`config.mk`:
```
export PLATFORM = sky130hd
export DESIGN_NAME = bushold_arbiter
export DESIGN_NICKNAME = d
export VERILOG_FILES = /design/src/rtl/bha_pkg.sv /design/src/rtl/bha_sync.sv /design/src/rtl/bha_gap_timer.sv /design/src/rtl/bha_fsm.sv /design/src/rtl/bushold_arbiter.sv
export SDC_FILE = /design/constraint.sdc
export NUM_CORES = 1
export LEC_CHECK = 0
export BUFFER_PORTS_ARGS = -buffer_cell sky130_fd_sc_hd__buf_4
export CAP_MARGIN = 10
export CORE_AREA = 10 10 47 49
export CTS_BUF_LIST = sky130_fd_sc_hd__clkbuf_8
export DETAILED_ROUTE_END_ITERATION = 16
export DIE_AREA = 0 0 57 59
export GPL_ROUTABILITY_DRIVEN = 1
export PLACE_DENSITY = 0.34
export SLEW_MARGIN = 10
export SYNTH_ARGS = -nofsm -noshare
export SYNTH_HDL_FRONTEND = slang
export SYNTH_SLANG_ARGS = --single-unit
```
`constraint.sdc`:
```
create_clock -name clk -period 1.28 [get_ports clk]
set_clock_uncertainty 0.15 [all_clocks]
set_input_delay 0.256 -clock clk [delete_from_list [all_inputs] [get_ports clk]]
set_output_delay 0.256 -clock clk [all_outputs]
set_load 0.02 [all_outputs]
```
`src/rtl/bha_pkg.sv`:
```
`timescale 1ns/1ps
package bha_pkg;
   typedef enum logic [2:0] {
      ARB_OWN   = 3'd0,
      ARB_REL   = 3'd1,
      ARB_HELD  = 3'd2,
      ARB_WDRAW = 3'd3,
      ARB_RET   = 3'd4
   } arb_state_t;
endpackage

```
`src/rtl/bha_sync.sv`:
```
`timescale 1ns/1ps
module bha_sync #(
   parameter int STAGES = 2
) (
   input  logic clk,
   input  logic rst_n,
   input  logic async_i,
   output logic sync_o
);
   logic [STAGES-1:0] chain_q;

   generate
      if (STAGES < 2) begin : g_bad_depth
         $error("bha_sync: STAGES must be at least 2");
      end
      for (genvar i = 0; i < STAGES; i++) begin : g_stage
         always_ff @(posedge clk or negedge rst_n) begin
            if (!rst_n) chain_q[i] <= 1'b0;
            else if (i == 0) chain_q[i] <= async_i;
            else chain_q[i] <= chain_q[(i == 0) ? 0 : i-1];
         end
      end
   endgenerate

   assign sync_o = chain_q[STAGES-1];
endmodule

```
`src/rtl/bha_gap_timer.sv`:
```
`timescale 1ns/1ps
module bha_gap_timer #(
   parameter int GAP = 1
) (
   input  logic clk,
   input  logic rst_n,
   input  logic run_i,
   output logic done_o
);
   localparam int CW = (GAP > 1) ? $clog2(GAP) : 1;

   generate
      if (GAP < 1) begin : g_bad_gap
         $error("bha_gap_timer: GAP must be at least 1");
      end
      if (GAP == 1) begin : g_single
         assign done_o = run_i;
      end else begin : g_count
         logic [CW-1:0] cnt_q;
         always_ff @(posedge clk or negedge rst_n) begin
            if (!rst_n) cnt_q <= '0;
            else if (!run_i) cnt_q <= '0;
            else if (cnt_q != CW'(GAP-1)) cnt_q <= cnt_q + 1'b1;
            else cnt_q <= '0;
         end
         assign done_o = run_i && (cnt_q == CW'(GAP-1));
      end
   endgenerate
endmodule

```
`src/rtl/bha_fsm.sv`:
```
`timescale 1ns/1ps
module bha_fsm
   import bha_pkg::*;
(
   input  logic       clk,
   input  logic       rst_n,
   input  logic       hold_s_i,
   input  logic       refresh_req_i,
   input  logic       cycle_busy_i,
   input  logic       lock_i,
   input  logic       gap_done_i,
   output logic       gap_run_o,
   output logic       hlda_o,
   output logic       bus_oe_o,
   output logic       int_grant_o
);
   arb_state_t state_q, state_d;
   logic       handover;

   // Refresh outranks the external request; a cycle or locked run must end first.
   assign handover = hold_s_i && !refresh_req_i && !cycle_busy_i && !lock_i;

   always_comb begin
      state_d = state_q;
      unique case (state_q)
         ARB_OWN:   if (handover) state_d = ARB_REL;
         ARB_REL:   if (gap_done_i)
                       state_d = (hold_s_i && !refresh_req_i) ? ARB_HELD : ARB_OWN;
         ARB_HELD:  if (!hold_s_i) state_d = ARB_RET;
                    else if (refresh_req_i) state_d = ARB_WDRAW;
         ARB_WDRAW: if (!hold_s_i) state_d = ARB_RET;
         ARB_RET:   if (gap_done_i) state_d = ARB_OWN;
         default:   state_d = ARB_OWN;
      endcase
   end

   always_ff @(posedge clk or negedge rst_n) begin
      if (!rst_n) state_q <= ARB_OWN;
      else        state_q <= state_d;
   end

   assign gap_run_o   = (state_q == ARB_REL) || (state_q == ARB_RET);
   assign hlda_o      = (state_q == ARB_HELD);
   assign bus_oe_o    = (state_q == ARB_OWN);
   assign int_grant_o = (state_q == ARB_OWN) &&
                        !(hold_s_i && !refresh_req_i && !lock_i);

   p_excl_r6: assert property (@(posedge clk) disable iff (!rst_n)
      !(hlda_o && bus_oe_o));
   p_oe_before_hlda_r6: assert property (@(posedge clk) disable iff (!rst_n)
      $rose(hlda_o) |-> !$past(bus_oe_o));
   p_busy_blocks_r3: assert property (@(posedge clk) disable iff (!rst_n)
      (bus_oe_o && cycle_busy_i) |=> bus_oe_o);
   p_lock_blocks_r4: assert property (@(posedge clk) disable iff (!rst_n)
      (bus_oe_o && lock_i) |=> bus_oe_o);
   p_refresh_first_r5: assert property (@(posedge clk) disable iff (!rst_n)
      (bus_oe_o && refresh_req_i) |=> bus_oe_o);
   p_withdraw_r8: assert property (@(posedge clk) disable iff (!rst_n)
      (hlda_o && refresh_req_i) |=> !hlda_o);
   p_no_drive_until_low_r8: assert property (@(posedge clk) disable iff (!rst_n)
      (!hlda_o && !bus_oe_o && hold_s_i && $past(hlda_o)) |=> !bus_oe_o);
   p_release_r7: assert property (@(posedge clk) disable iff (!rst_n)
      (hlda_o && !hold_s_i) |=> !hlda_o);
endmodule

```
`src/rtl/bushold_arbiter.sv`:
```
`timescale 1ns/1ps
module bushold_arbiter #(
   parameter int SYNC_STAGES = 2,
   parameter int GAP_CYCLES  = 1
) (
   input  logic clk,
   input  logic rst_n,
   input  logic hold_i,
   input  logic refresh_req_i,
   input  logic cycle_busy_i,
   input  logic lock_i,
   output logic hlda_o,
   output logic bus_oe_o,
   output logic int_grant_o
);
   logic hold_s;
   logic gap_run, gap_done;

   bha_sync #(.STAGES(SYNC_STAGES)) u_sync (
      .clk     (clk),
      .rst_n   (rst_n),
      .async_i (hold_i),
      .sync_o  (hold_s)
   );

   bha_gap_timer #(.GAP(GAP_CYCLES)) u_gap (
      .clk    (clk),
      .rst_n  (rst_n),
      .run_i  (gap_run),
      .done_o (gap_done)
   );

   bha_fsm u_fsm (
      .clk           (clk),
      .rst_n         (rst_n),
      .hold_s_i      (hold_s),
      .refresh_req_i (refresh_req_i),
      .cycle_busy_i  (cycle_busy_i),
      .lock_i        (lock_i),
      .gap_done_i    (gap_done),
      .gap_run_o     (gap_run),
      .hlda_o        (hlda_o),
      .bus_oe_o      (bus_oe_o),
      .int_grant_o   (int_grant_o)
   );
endmodule

```
======== After elaboration in Yosys (flattened, before gate mapping) ========
Index checks and enable logic that the tools add are counted.
word-level totals
  bits in registers ....................... 5
  output and inout port bits .............. 3
  word-level logic and storage cells ...... 32
operators by class
  equal/unequal tests ..................... 9
  muxes and demuxes ....................... 8
  reductions and logical operators ........ 12
operators by type and width
  operator              count
  $mux W3               6
  $pmux W3 S5           1
  $eq A3 B2 Y1 const B  2
  $ne A2 B2 Y1 const B  3
  $logic_and A1 B1 Y1   5
  $reduce_and A5 Y1     1
  $logic_not A1 Y1      4
  $eq A3 B1 Y1 const B  1
  $eq A3 B3 Y1 const B  1
  $logic_not A3 Y1      1
  $ne A3 B3 Y1 const B  1
  $mux W2               1
  $ne A2 B1 Y1 const B  1
  $logic_or A1 B1 Y1    1

======== Logic depth before layout (Yosys ltp) ========
Gate-level depths: netlist (run 1).
  word-level depth ........................ 6
  depth in mapped cells ................... 2

======== By module ========
A second synthesis (run 1) with hierarchy kept.
unflattened totals
  cells, all modules ...................... 27
  area, all modules ....................... 256.5 µm²
modules (own cells, without submodules)
  module         instances  cells each  area an instance (µm²)
  bha_fsm        1          24          198.9
  bha_sync       1          2           50.0
  bha_gap_timer  1          1           7.5

======== Least setup slack after synthesis (run 1) ========
Ideal clock, no wire load.
  path kind ............................... register -> output
  start ................................... register u_fsm.state_q[1]
  end ..................................... output port int_grant_o
  arrival ................................. 1.357 ns
  setup slack ............................. -0.483 ns
  stages on the path, launching flop included .. 3
  path buffers ............................ 0
  path through ............................ dfrtp_1 nor3_2 a21boi_0
on the way
  word-level cells in the longest chain between the ends .. 2
RTL lines
  what                      RTL line               RTL
  start: declaration        bha_fsm.sv:17          arb_state_t state_q, state_d;
  start signal: assignment  bha_fsm.sv:39          else state_q <= state_d;
  $logic_not A3 Y1          -
  via bus_oe_o              bushold_arbiter.sv:13  output logic bus_oe_o,
  $logic_and A1 B1 Y1       bha_fsm.sv:45          assign int_grant_o = (state_q == ARB_OWN) &&
  end: declaration          bushold_arbiter.sv:14  output logic int_grant_o
The timed path passes the listed nets, and every way through them passes these cells.

======== Worst setup path after layout (run 1) ========
  start ................................... register u_fsm.state_q[2]
  end ..................................... output port int_grant_o
on the way
  word-level cells in the longest chain between the ends .. 2
RTL lines
  what                 RTL line
  $logic_not A3 Y1     bha_fsm.sv:45
  $logic_and A1 B1 Y1  bha_fsm.sv:45
Every way passes these cells.

==> results.tsv, run 1 <==
stage	metric	value	unit
finish	area grow syn2layout	97.55	%
synthesis	FF+latch count, synth	5	
worst_setup_path	critical path class	flip-flop to primary output	
synthesis	top cells by area, synth	dfrtp_1 (61%), nand2b_1 (6.1%), nor2b_1 (6.1%)	
worst_setup_path	CP max stage delay	0.40	ns
synthesis	Yosys cell types	9	
detailed_routing	DR WL/cell	10.08	um
synthesis	commonest register cell after synthesis	dfrtp_1	
synthesis	synth cell count leaders	dfrtp_1 (5), nor2_1 (3), nand2b_1 (2), nor2b_1 (2)	
synthesis	Yosys top cell by area	dfrtp_1	
status	status	finished, violations left	
global_routing	first-pass GRT wire length	1000	um
worst_setup_path	CP Cell Sequence	nor3_4, a21boi_4, buf_6	
worst_setup_path	CP top delay family	flip-flops	
floorplan	Initial Utilization	14.55	%
timing	Tcrit/Tclk final	120.4	%
clock_tree	Max Root-Sink Buffers	2	
detailed_routing	Vias/cell	3.800	
floorplan	row count	14	
pwr	VDD IR max	0.6107	mV
worst_setup_path	Critical Path RT	0.87	ns
global_routing	initial antenna violation count	0	
clock_tree	Reg clk slew, reported paths	0.03	ns
floorplan	die area	3363	um2
timing	setup_tns	-0.5991	ns
status	failing checks	setup timing	
synthesis	Seq/Total Area, Yosys	61.35	%
detailed_routing	wirelength, routed	504	um
synthesis	Syn Inst Count	17	
clock_tree	Sink Count	5	
flow_run	MaxCap Viol Count	0	
timing	worst slew pin tran	0.2110	ns
global_routing	number of global-route vias before repair	239	
worst_setup_path	reg2reg end	u_fsm.state_q[0]	
global_routing	largest net degree at the start of global routing	6	
pwr	PD cells	1278	nW/um2
detailed_routing	DR iter-0 viols	1	
worst_setup_path	crit path max fanout	3	
detailed_routing	TritonRoute pass-1 iters	4	
placed_design	IO buf count	8	
worst_hold_path	hold depth	0	
synthesis	Synth top area share	61.35	%
worst_hold_path	Hold/Removal Path Class	flip-flop to flip-flop	
synthesis	most common cell in the netlist	dfrtp_1	
worst_hold_path	Hold Path Sink	u_sync.sync_o	
timing	RSZ-0062 raised after global routing	yes	
synthesis	syn_area_per_cell	12.00	um2
global_routing	total grt overflow	0	
timing	setup ws final	-0.2614	ns
floorplan	Die Y	59	um
finish	layout cells sized above 1	52.94	%
floorplan	Core Area	1401	um2
finish	Nets	41	
timing	max-slew violations	0	
timing	Hold Vio Cnt, Final	0	
pwr	Lkg Pwr	0.1966	nW
detailed_routing	vias	190	
detailed_routing	DRC violation count after routing	0	
worst_setup_path	WP buf/inv	1	
floorplan	# IOs	9	
worst_setup_path	CP max-delay cell	dfrtp_1	
timing	Max Freq	648.8	MHz
worst_setup_path	r2r setup slk	0.02	ns
timing	setup violators final	3	
detailed_routing	Antenna Nets Post-Route	0	
clock_tree	CTS tree	done	
finish	n_diodes	0	
clock_tree	CTS root buffer	clkbuf_8	
synthesis	Async SR Flop Fraction	100.0	%
synthesis	Yosys warnings	0	
worst_setup_path	crit path launch type	flip-flop	
pwr	Overall Power	0.0005151	W
timing	slew margin rel.	85.88	%
floorplan	Die W	57	um
worst_setup_path	crit end category	primary output	
clock_tree	worst skew pair latency	0.21	ns
worst_setup_path	Setup crit start	u_fsm.state_q[2]	
finish	fin util	28.75	%
worst_setup_path	RR Startpoint	u_fsm.state_q[0]	
clock_tree	cts bufs inserted	3	
worst_setup_path	Worst Reg2Reg Path Length in Cells	3	
clock_tree	CTS H-tree lvls	1	
timing	fin crit period	1.541	ns
global_routing	total global routing track utilization	3.819	%
synthesis	Post-synth EDFFs	0	
placed_design	gpl congestion	0.7208	
placed_design	worst slack, placed	-0.05582	ns
synthesis	Synth Cell Area	203.9	um2
worst_hold_path	Hold Crit Start	u_sync.chain_q[0]	
worst_setup_path	Worst EP arrival	1.14	ns
synthesis	Syn Nets	23	
-- per-layer routing --
metal	global-route usage (%)	vias up	part of all wire (%)
li1	-	94	-
met1	3.365	88	42
met2	5.891	8	45
met3	3.433	0	13
met4	2.013	0	0
met5	0	-	0
-- report_power, final --
group	leakage (nW)	total (W)	switching, W	internal, W
clock	0.0269	0.000272	0.0000675	0.000205
sequential	0.0647	0.000170	0.00000545	0.000165
combinational	0.105	0.0000725	0.0000287	0.0000437
-- registers in the layout, summed over array words and instances, names as in the netlist --
register	flops
u_fsm.state_q	3
u_sync.chain_q	1
u_sync.sync_o	1
-- cell usage in the layout (no fill, tap or decap) --
cell / count
buf_4: 9
nor4_2: 1
clkbuf_8: 3
nor2b_1: 2
dfrtp_1: 5
o221a_2: 1
buf_6: 2
o21a_1: 1
nor2_1: 3
dlygate4sd3_1: 2
a21boi_4: 1
nand2b_1: 2
nor3_4: 1
inv_1: 1
-- per-stage QoR --
stage | cell area (um2) | instances | hold slack [ns]
finish | 402.9 | 50 | 0.1946
global route | 402.9 | 50 | 0.2202
CTS | 402.9 | 50 | 0.1986
detailed placement | 324.1 | 44 | -0.08966
global placement | 324.1 | 44 | -0.09071
floorplan | 221.5 | 17 | -0.1896
-- area by class of cell --
| cell class | instances | area (um2) |
|---|---|---|
| clock buffers | 3 | 41.29 |
| well taps | 16 | 20.02 |
| repair buffers | 13 | 110.1 |
| fillers | 154 | 998.5 |
| flip-flops and latches | 5 | 125.1 |
| clock inverters | 1 | 3.754 |
| multi-input cells | 12 | 102.6 |
-- logic make-up (layout without fill, tap and decap cells) --
family | count (synthesis) | count (layout) | share of synthesized area [%]
simple gates | 9 | 9 | 25.77
flops | 5 | 5 | 61.35
compound gates | 3 | 3 | 12.89
buf+inv | 0 | 17 | 0
-- worst reg2reg max path: stages, from the launching register on --
cell and delay, ns:
dfrtp_1 0.40, buf_4 0.16, nor4_2 0.26, o221a_2 0.23
-- worst max path at each step --
| stage | to | depth (start not counted) |
|---|---|---|
| after floorplan | int_grant_o | 2 |
| after global placement | int_grant_o | 3 |
| after detailed placement | int_grant_o | 3 |
| after CTS | int_grant_o | 3 |
| after global routing | int_grant_o | 3 |
| final | int_grant_o | 3 |
-- what timing repair did --
action,CTS,global route
endpoints found under the hold margin,6,0
gates resized for setup,3,0
endpoints found under the setup margin,4,4
hold buffers,2,0
pin swaps,0,1
setup buffers,0,0
Power figures use the tool's default switching activity.
==> inputs of run 2 (changes only) <==
Settings changed: ABC_AREA set to 1, PLACE_DENSITY 0.34 to 0.38.
==> results.tsv, run 2 <==
stage	metric	value	unit	change
status	status	finished, violations left		unchanged
status	failing checks	setup timing		unchanged
synthesis	Synth Cell Area	264.0	um2	was 203.9 um2
floorplan	Core Area	1401	um2	unchanged
synthesis	Async SR Flop Fraction	100.0	%	unchanged
global_routing	first-pass GRT wire length	1269	um	was 1000 um
placed_design	gpl congestion	0.7644		was 0.7208
floorplan	Die W	57	um	unchanged
worst_setup_path	crit path launch type	flip-flop		unchanged
finish	max reg flops	3		unchanged
floorplan	row count	14		unchanged
timing	hold slack	0.2002	ns	was 0.1946 ns
pwr	Comb power frac	45.0	%	was 14.1%
finish	layout cells sized above 1	59.26	%	was 52.94%
global_routing	largest net degree at the start of global routing	6		unchanged
worst_hold_path	Hold/Removal Path Class	flip-flop to flip-flop		unchanged
synthesis	Yosys cell types	13		was 9
detailed_routing	vias	291		was 190
floorplan	Initial Utilization	18.84	%	was 14.55%
floorplan	# IOs	9		unchanged
synthesis	Seq/Total Area, Yosys	47.39	%	was 61.35%
clock_tree	CTS H-tree lvls	1		unchanged
floorplan	die area	3363	um2	unchanged
synthesis	commonest register cell after synthesis	dfrtp_1		unchanged
global_routing	initial antenna violation count	0		unchanged
finish	commonest non-fill, non-tap cell in the layout	buf_4		unchanged
timing	worst slew pin tran	0.1908	ns	was 0.2110 ns
finish	area grow syn2layout	88.63	%	was 97.55%
synthesis	FF+latch count, synth	5		unchanged
synthesis	Syn Nets	40		was 23
worst_setup_path	Worst EP arrival	1.11	ns	was 1.14 ns
timing	Max Freq	657.7	MHz	was 648.8 MHz
worst_setup_path	Critical Path RT	0.87	ns	about the same
clock_tree	Reg clk slew, reported paths	0.03	ns	about the same
timing	setup ws final	-0.2404	ns	was -0.2614 ns
timing	Hold Vio Cnt, Final	0		unchanged
finish	most frequent cells in the layout	buf_4 (12), nand2_1 (7), dfrtp_1 (5)		was buf_4 (9), dfrtp_1 (5), nor2_1 (3), clkbuf_8 (3)
timing	fin crit period	1.520	ns	was 1.541 ns
synthesis	top cells by area, synth	dfrtp_1 (47%), nand2_1 (11%), nand3_1 (9.5%)		was dfrtp_1 (61%), nand2b_1 (6.1%), nor2b_1 (6.1%)
floorplan	Die Y	59	um	unchanged
global_routing	number of global-route vias before repair	326		was 239
synthesis	most common cell in the netlist	nand2_1		was dfrtp_1
placed_design	post-DP HPWL	584.7	um	
detailed_routing	Antenna Nets Post-Route	0		unchanged
pwr	VDD IR max	0.5630	mV	was 0.6107 mV
placed_design	IO buf count	8		unchanged
worst_setup_path	crit end category	primary output		unchanged
flow_run	MaxCap Viol Count	0		unchanged
finish	n_diodes	0		unchanged
detailed_routing	Vias/cell	4.157		was 3.800
finish	# fillers	153		was 154
pwr	Sw Pwr	0.0003016	W	was 0.0001017 W
detailed_routing	DR WL/cell	11.39	um	was 10.08 um
timing	slew margin rel.	87.14	%	was 85.88%
detailed_routing	DR iter-0 viols	3		was 1
synthesis	syn_area_per_cell	7.765	um2	was 12.00 um2
detailed_routing	DRC violation count after routing	0		unchanged
pwr	clock share of power	31.8	%	was 52.9%
finish	Largest Register	u_fsm.state_q		unchanged
pwr	PD cells	1758	nW/um2	was 1278 nW/um2
clock_tree	worst skew pair latency	0.22	ns	was 0.21 ns
synthesis	Synth top area share	47.39	%	was 61.35%
timing	RSZ-0062 raised after global routing	yes		unchanged
synthesis	synth cell count leaders	nand2_1 (8), dfrtp_1 (5), nand3_1 (5)		was dfrtp_1 (5), nor2_1 (3), nand2b_1 (2), nor2b_1 (2)
finish	fin util	35.54	%	was 28.75%
synthesis	Yosys warnings	0		unchanged
global_routing	total grt overflow	0		unchanged
global_routing	total global routing track utilization	4.768	%	was 3.819%
placed_design	Placed Area	367.9	um2	was 324.1 um2
clock_tree	Max Root-Sink Buffers	2		unchanged
worst_hold_path	Hold Crit Start	u_sync.chain_q[0]		unchanged
worst_setup_path	Setup crit start	u_fsm.state_q[1]		was u_fsm.state_q[2]
synthesis	Post-synth EDFFs	0		unchanged
timing	max-slew violations	0		unchanged
timing	Tcrit/Tclk final	118.8	%	was 120.4%
worst_setup_path	crit path max fanout	3		unchanged
synthesis	Yosys top cell by area	dfrtp_1		unchanged
worst_setup_path	critical path class	flip-flop to primary output		unchanged
detailed_routing	TritonRoute pass-1 iters	4		unchanged
clock_tree	cts bufs inserted	3		unchanged
timing	setup_tns	-0.5829	ns	was -0.5991 ns
timing	setup violators final	3		unchanged
finish	Nets	61		was 41
finish	Final Cell Area	498.0	um2	was 402.9 um2
clock_tree	Sink Count	5		unchanged
detailed_routing	wirelength, routed	797	um	was 504 um
pwr	share of total power in sequential cells	23.2	%	was 33.1%
worst_setup_path	RR Startpoint	u_fsm.state_q[1]		was u_fsm.state_q[0]
pwr	switching share of power	34.45	%	was 19.75%
clock_tree	CTS tree	done		unchanged
pwr	Lkg Pwr	0.2499	nW	was 0.1966 nW
pwr	P_int	0.0005738	W	was 0.0004133 W
synthesis	Syn Inst Count	34		was 17
pwr	Overall Power	0.0008753	W	was 0.0005151 W
clock_tree	CTS root buffer	clkbuf_8		unchanged
[run 2: cell count changes after synthesis, moves of 2 or more]
cell / before / now
nor3_1: 0 / 2
nor2b_1: 2 / 0
inv_2: 0 / 3
nand3_1: 0 / 5
inv_1: 0 / 3
nand2b_1: 2 / 0
nand2_1: 0 / 8
[run 2: path summary, 6_finish.rpt]
kind	end	slack [ns]	cells after the start
worst max-delay path	int_grant_o	-0.24	4
worst min-delay path	u_sync.sync_o	0.20	0
worst max register to register	u_fsm.state_q[0]	0.04	7
worst min register to register	u_sync.sync_o	0.20	0
max in group asynchronous	u_fsm.state_q[2]	0.66	2
min in group asynchronous	u_fsm.state_q[1]	0.22	2
[run 2: cells by family (layout without fill, tap and decap cells)]
family          after synthesis  after routing  synth area share, %
compound gates                2              2                3.788
flops                         5              5                47.39
buf+inv                       6             26                8.530
simple gates                 21             21                40.29
[run 2: cell type report]
cell class	instances	area, um2	share of cell area [%]
multi-input combinational	23	152.6	30.65
timing repair buffer	16	132.6	26.63
sequential	5	125.1	25.13
clock buffer	3	41.29	8.291
inverter	6	22.52	4.523
tap	16	20.02	4.020
clock inverter	1	3.754	0.7538
[run 2: routing by layer]
metal / up-vias / GRT usage, % / wire (um) / share of wire [%]
met5: - / 0 / 0 / 0
met4: 0 / 3.020 / 0 / 0
met3: 0 / 2.575 / 63 / 7.9
met2: 12 / 7.907 / 421 / 53
met1: 133 / 4.551 / 313 / 39
li1: 146 / - / - / -
[run 2: timing repair]
action,in CTS,in global routing
hold endpoints to repair,6,0
pin swaps,3,1
hold buffers,2,0
setup endpoints to repair,6,6
gates cloned,0,0
buffers inserted,1,3
resized for setup,4,6
[run 2: power groups by stage]
stage | clock (W) | sequential [W] | combinational [W]
floorplan | 0 | 0.000198 | 0.000168
global placement | 0 | 0.000203 | 0.000273
detailed placement | 0 | 0.000202 | 0.000279
CTS | 0.000288 | 0.000201 | 0.000312
global route | 0.000302 | 0.000205 | 0.000424
finish | 0.000278 | 0.000203 | 0.000394
[run 2: per-stage QoR]
stage	setup WS, ns	instances
after floorplan	0.02554	34
after global placement	0.001385	60
after detailed placement	-0.03723	60
after CTS	-0.2320	67
after global routing	-0.3000	70
final	-0.2404	70
[run 2: worst max-delay path: stages, from the launching register on]
cell and delay [ns]:
dfrtp_1 0.37, nor2_2 0.16, nand2_2 0.10, a21oi_2 0.11
buf_4 0.15
==> inputs of run 3 (changes only) <==
--- a/constraint.sdc
+++ b/constraint.sdc
@@ -4,2 +4,2 @@
 set_output_delay 0.256 -clock clk [all_outputs]
-set_load 0.02 [all_outputs]
+set_load 0.1 [all_outputs]
==> results.tsv, run 3 (same netlist as run 2, synthesis figures left out) <==
stage	metric	value	unit	change
pwr	Sw Pwr	0.0005563	W	was 0.0003016 W
floorplan	# IOs	9		unchanged
timing	RSZ-0062 raised after global routing	yes		unchanged
clock_tree	Sink Count	5		unchanged
pwr	P_int	0.0007357	W	was 0.0005738 W
timing	worst slew pin tran	0.2810	ns	was 0.1908 ns
detailed_routing	TritonRoute pass-1 iters	4		unchanged
pwr	Overall Power	0.001292	W	was 0.0008753 W
finish	n_diodes	0		unchanged
floorplan	Core Area	1401	um2	unchanged
pwr	share of total power in sequential cells	15.2	%	was 23.2%
floorplan	row count	14		unchanged
clock_tree	Max Root-Sink Buffers	2		unchanged
timing	Tcrit/Tclk final	123.4	%	was 118.8%
clock_tree	Reg clk slew, reported paths	0.03	ns	about the same
finish	most frequent cells in the layout	buf_4 (14), nand3_2 (5), nand2_1 (5), dfrtp_1 (5), inv_1 (4)		was buf_4 (12), nand2_1 (7), dfrtp_1 (5)
worst_setup_path	WP buf/inv	1		unchanged
global_routing	total grt overflow	0		unchanged
finish	Largest Register	u_fsm.state_q		unchanged
global_routing	number of global-route vias before repair	341		was 326
flow_run	MaxCap Viol Count	0		unchanged
pwr	PD cells	2125	nW/um2	was 1758 nW/um2
worst_setup_path	critical path class	flip-flop to primary output		unchanged
detailed_routing	wirelength, routed	824	um	was 797 um
global_routing	largest net degree at the start of global routing	6		unchanged
timing	setup ws final	-0.2993	ns	was -0.2404 ns
worst_hold_path	Hold/Removal Path Class	flip-flop to flip-flop		unchanged
finish	area grow syn2layout	130.3	%	was 88.63%
finish	Nets	67		was 61
detailed_routing	DR iter-0 viols	3		unchanged
worst_setup_path	Critical Path RT	0.87	ns	about the same
timing	Max Freq	633.2	MHz	was 657.7 MHz
floorplan	Initial Utilization	18.84	%	unchanged
worst_setup_path	CP max-delay cell	dfrtp_1		unchanged
clock_tree	CTS H-tree lvls	1		unchanged
detailed_routing	Vias/cell	4.263		was 4.157
clock_tree	worst skew pair latency	0.22	ns	about the same
floorplan	Die Y	59	um	unchanged
placed_design	gpl congestion	0.7603		was 0.7644
worst_setup_path	CP max stage delay	0.38	ns	was 0.37 ns
clock_tree	cts bufs inserted	3		unchanged
worst_setup_path	Worst EP arrival	1.17	ns	was 1.11 ns
global_routing	initial antenna violation count	0		unchanged
global_routing	total global routing track utilization	5.256	%	was 4.768%
timing	max-slew violations	0		unchanged
floorplan	Die W	57	um	unchanged
worst_setup_path	crit end category	primary output		unchanged
timing	slew margin rel.	81.07	%	was 87.14%
pwr	clock share of power	21.2	%	was 31.8%
placed_design	IO buf count	8		unchanged
placed_design	post-DP HPWL	618.2	um	was 584.7 um
placed_design	worst slack, placed	-0.1924	ns	was -0.03723 ns
finish	layout cells sized above 1	68.33	%	was 59.26%
worst_setup_path	CP top delay family	flip-flops		unchanged
timing	Hold Vio Cnt, Final	0		unchanged
timing	fin crit period	1.579	ns	was 1.520 ns
pwr	switching share of power	43.06	%	was 34.45%
pwr	Comb power frac	63.6	%	was 45.0%
worst_setup_path	CP Cell Sequence	nor2_2, nand2_2, a21oi_4, buf_12		was nor2_2, nand2_2, a21oi_2, buf_4
global_routing	first-pass GRT wire length	1386	um	was 1269 um
clock_tree	CTS root buffer	clkbuf_8		unchanged
detailed_routing	vias	324		was 291
floorplan	die area	3363	um2	unchanged
timing	hold slack	0.1929	ns	was 0.2002 ns
status	status	finished, violations left		unchanged
clock_tree	CTS tree	done		unchanged
detailed_routing	DRC violation count after routing	0		unchanged
detailed_routing	Antenna Nets Post-Route	0		unchanged
pwr	VDD IR max	0.5795	mV	was 0.5630 mV
placed_design	cell count after placement	65		was 60
timing	setup violators final	6		was 3
status	failing checks	setup timing		unchanged
pwr	Lkg Pwr	0.2961	nW	was 0.2499 nW
worst_setup_path	crit path max fanout	3		unchanged
finish	final cell count without fillers	76		was 70
detailed_routing	DR WL/cell	10.84	um	was 11.39 um
finish	commonest non-fill, non-tap cell in the layout	buf_4		unchanged
finish	max reg flops	3		unchanged
worst_setup_path	crit path launch type	flip-flop		unchanged
==> run 3: changes by cell type in the layout (fill, tap and decap cells not counted), sizes merged <==
| cell | before | now |
|---|---|---|
| buf | 14 | 20 |
==> run 3: power groups by stage <==
stage               combinational (W)  sequential [W]  clock [W]
finish                       0.000821        0.000197   0.000274
global route                 0.000867        0.000200   0.000297
global placement             0.000573        0.000196          0
floorplan                    0.000395        0.000202          0
CTS                          0.000800        0.000197   0.000286
detailed placement           0.000576        0.000196          0
==> run 3: routing by layer <==
metal	up-vias	global-route usage, %	wire length (um)
met5	-	0	0
met4	0	4.698	14
met1	149	5.181	328
met2	13	8.372	418
li1	158	-	-
met3	4	2.146	62
==> run 3: timing repair <==
item,CTS,global route
endpoints found under the setup margin,4,6
hold endpoints to repair,6,0
cloned,0,0
resized for setup,15,7
hold buffers,2,0
buffers inserted,6,1
pin swaps,2,3
==> run 3: area by class of cell <==
type / instances / area (um2)
Clock buffer: 3 / 41.29
Clock inverter: 1 / 3.754
Fill cell: 151 / 793.3
Inverter: 6 / 22.52
Multi-Input combinational cell: 23 / 176.4
Sequential cell: 5 / 125.1
Tap cell: 16 / 20.02
Timing Repair Buffer: 22 / 219.0
==> run 3: worst reg2reg max path, cell delays in order, from the launching register on <==
cell,delay [ns]
dfrtp_1,0.38
nor2_2,0.14
nand2_2,0.10
inv_2,0.10
buf_6,0.10
buf_6,0.08
nand2_4,0.05
nand3_2,0.06
nand2_1,0.05
==> run 3: final timing paths <==
check,start,endpoint,slack [ns],cells after the start
worst max-delay path,u_fsm.state_q[1],int_grant_o,-0.30,4
worst min-delay path,u_sync.chain_q[0],u_sync.sync_o,0.19,0
worst max register to register,u_fsm.state_q[1],u_fsm.state_q[0],-0.04,8
worst min register to register,u_sync.chain_q[0],u_sync.sync_o,0.19,0
max in group asynchronous,rst_n,u_sync.sync_o,0.65,2
min in group asynchronous,rst_n,u_fsm.state_q[2],0.22,2
==> run 3: metrics by stage <==
stage | TNS [ns] | cell area, um2 | utilization (%)
2_1_floorplan | -1.564 | 289.0 | -
6_report | -0.9208 | 608.1 | 43.39
3_5_place_dp | -0.4232 | 421.7 | 30.09
5_1_grt | -1.227 | 608.1 | 43.39
3_3_place_gp | -0.3576 | 421.7 | 30.09
4_1_cts | -0.9439 | 585.6 | 41.79
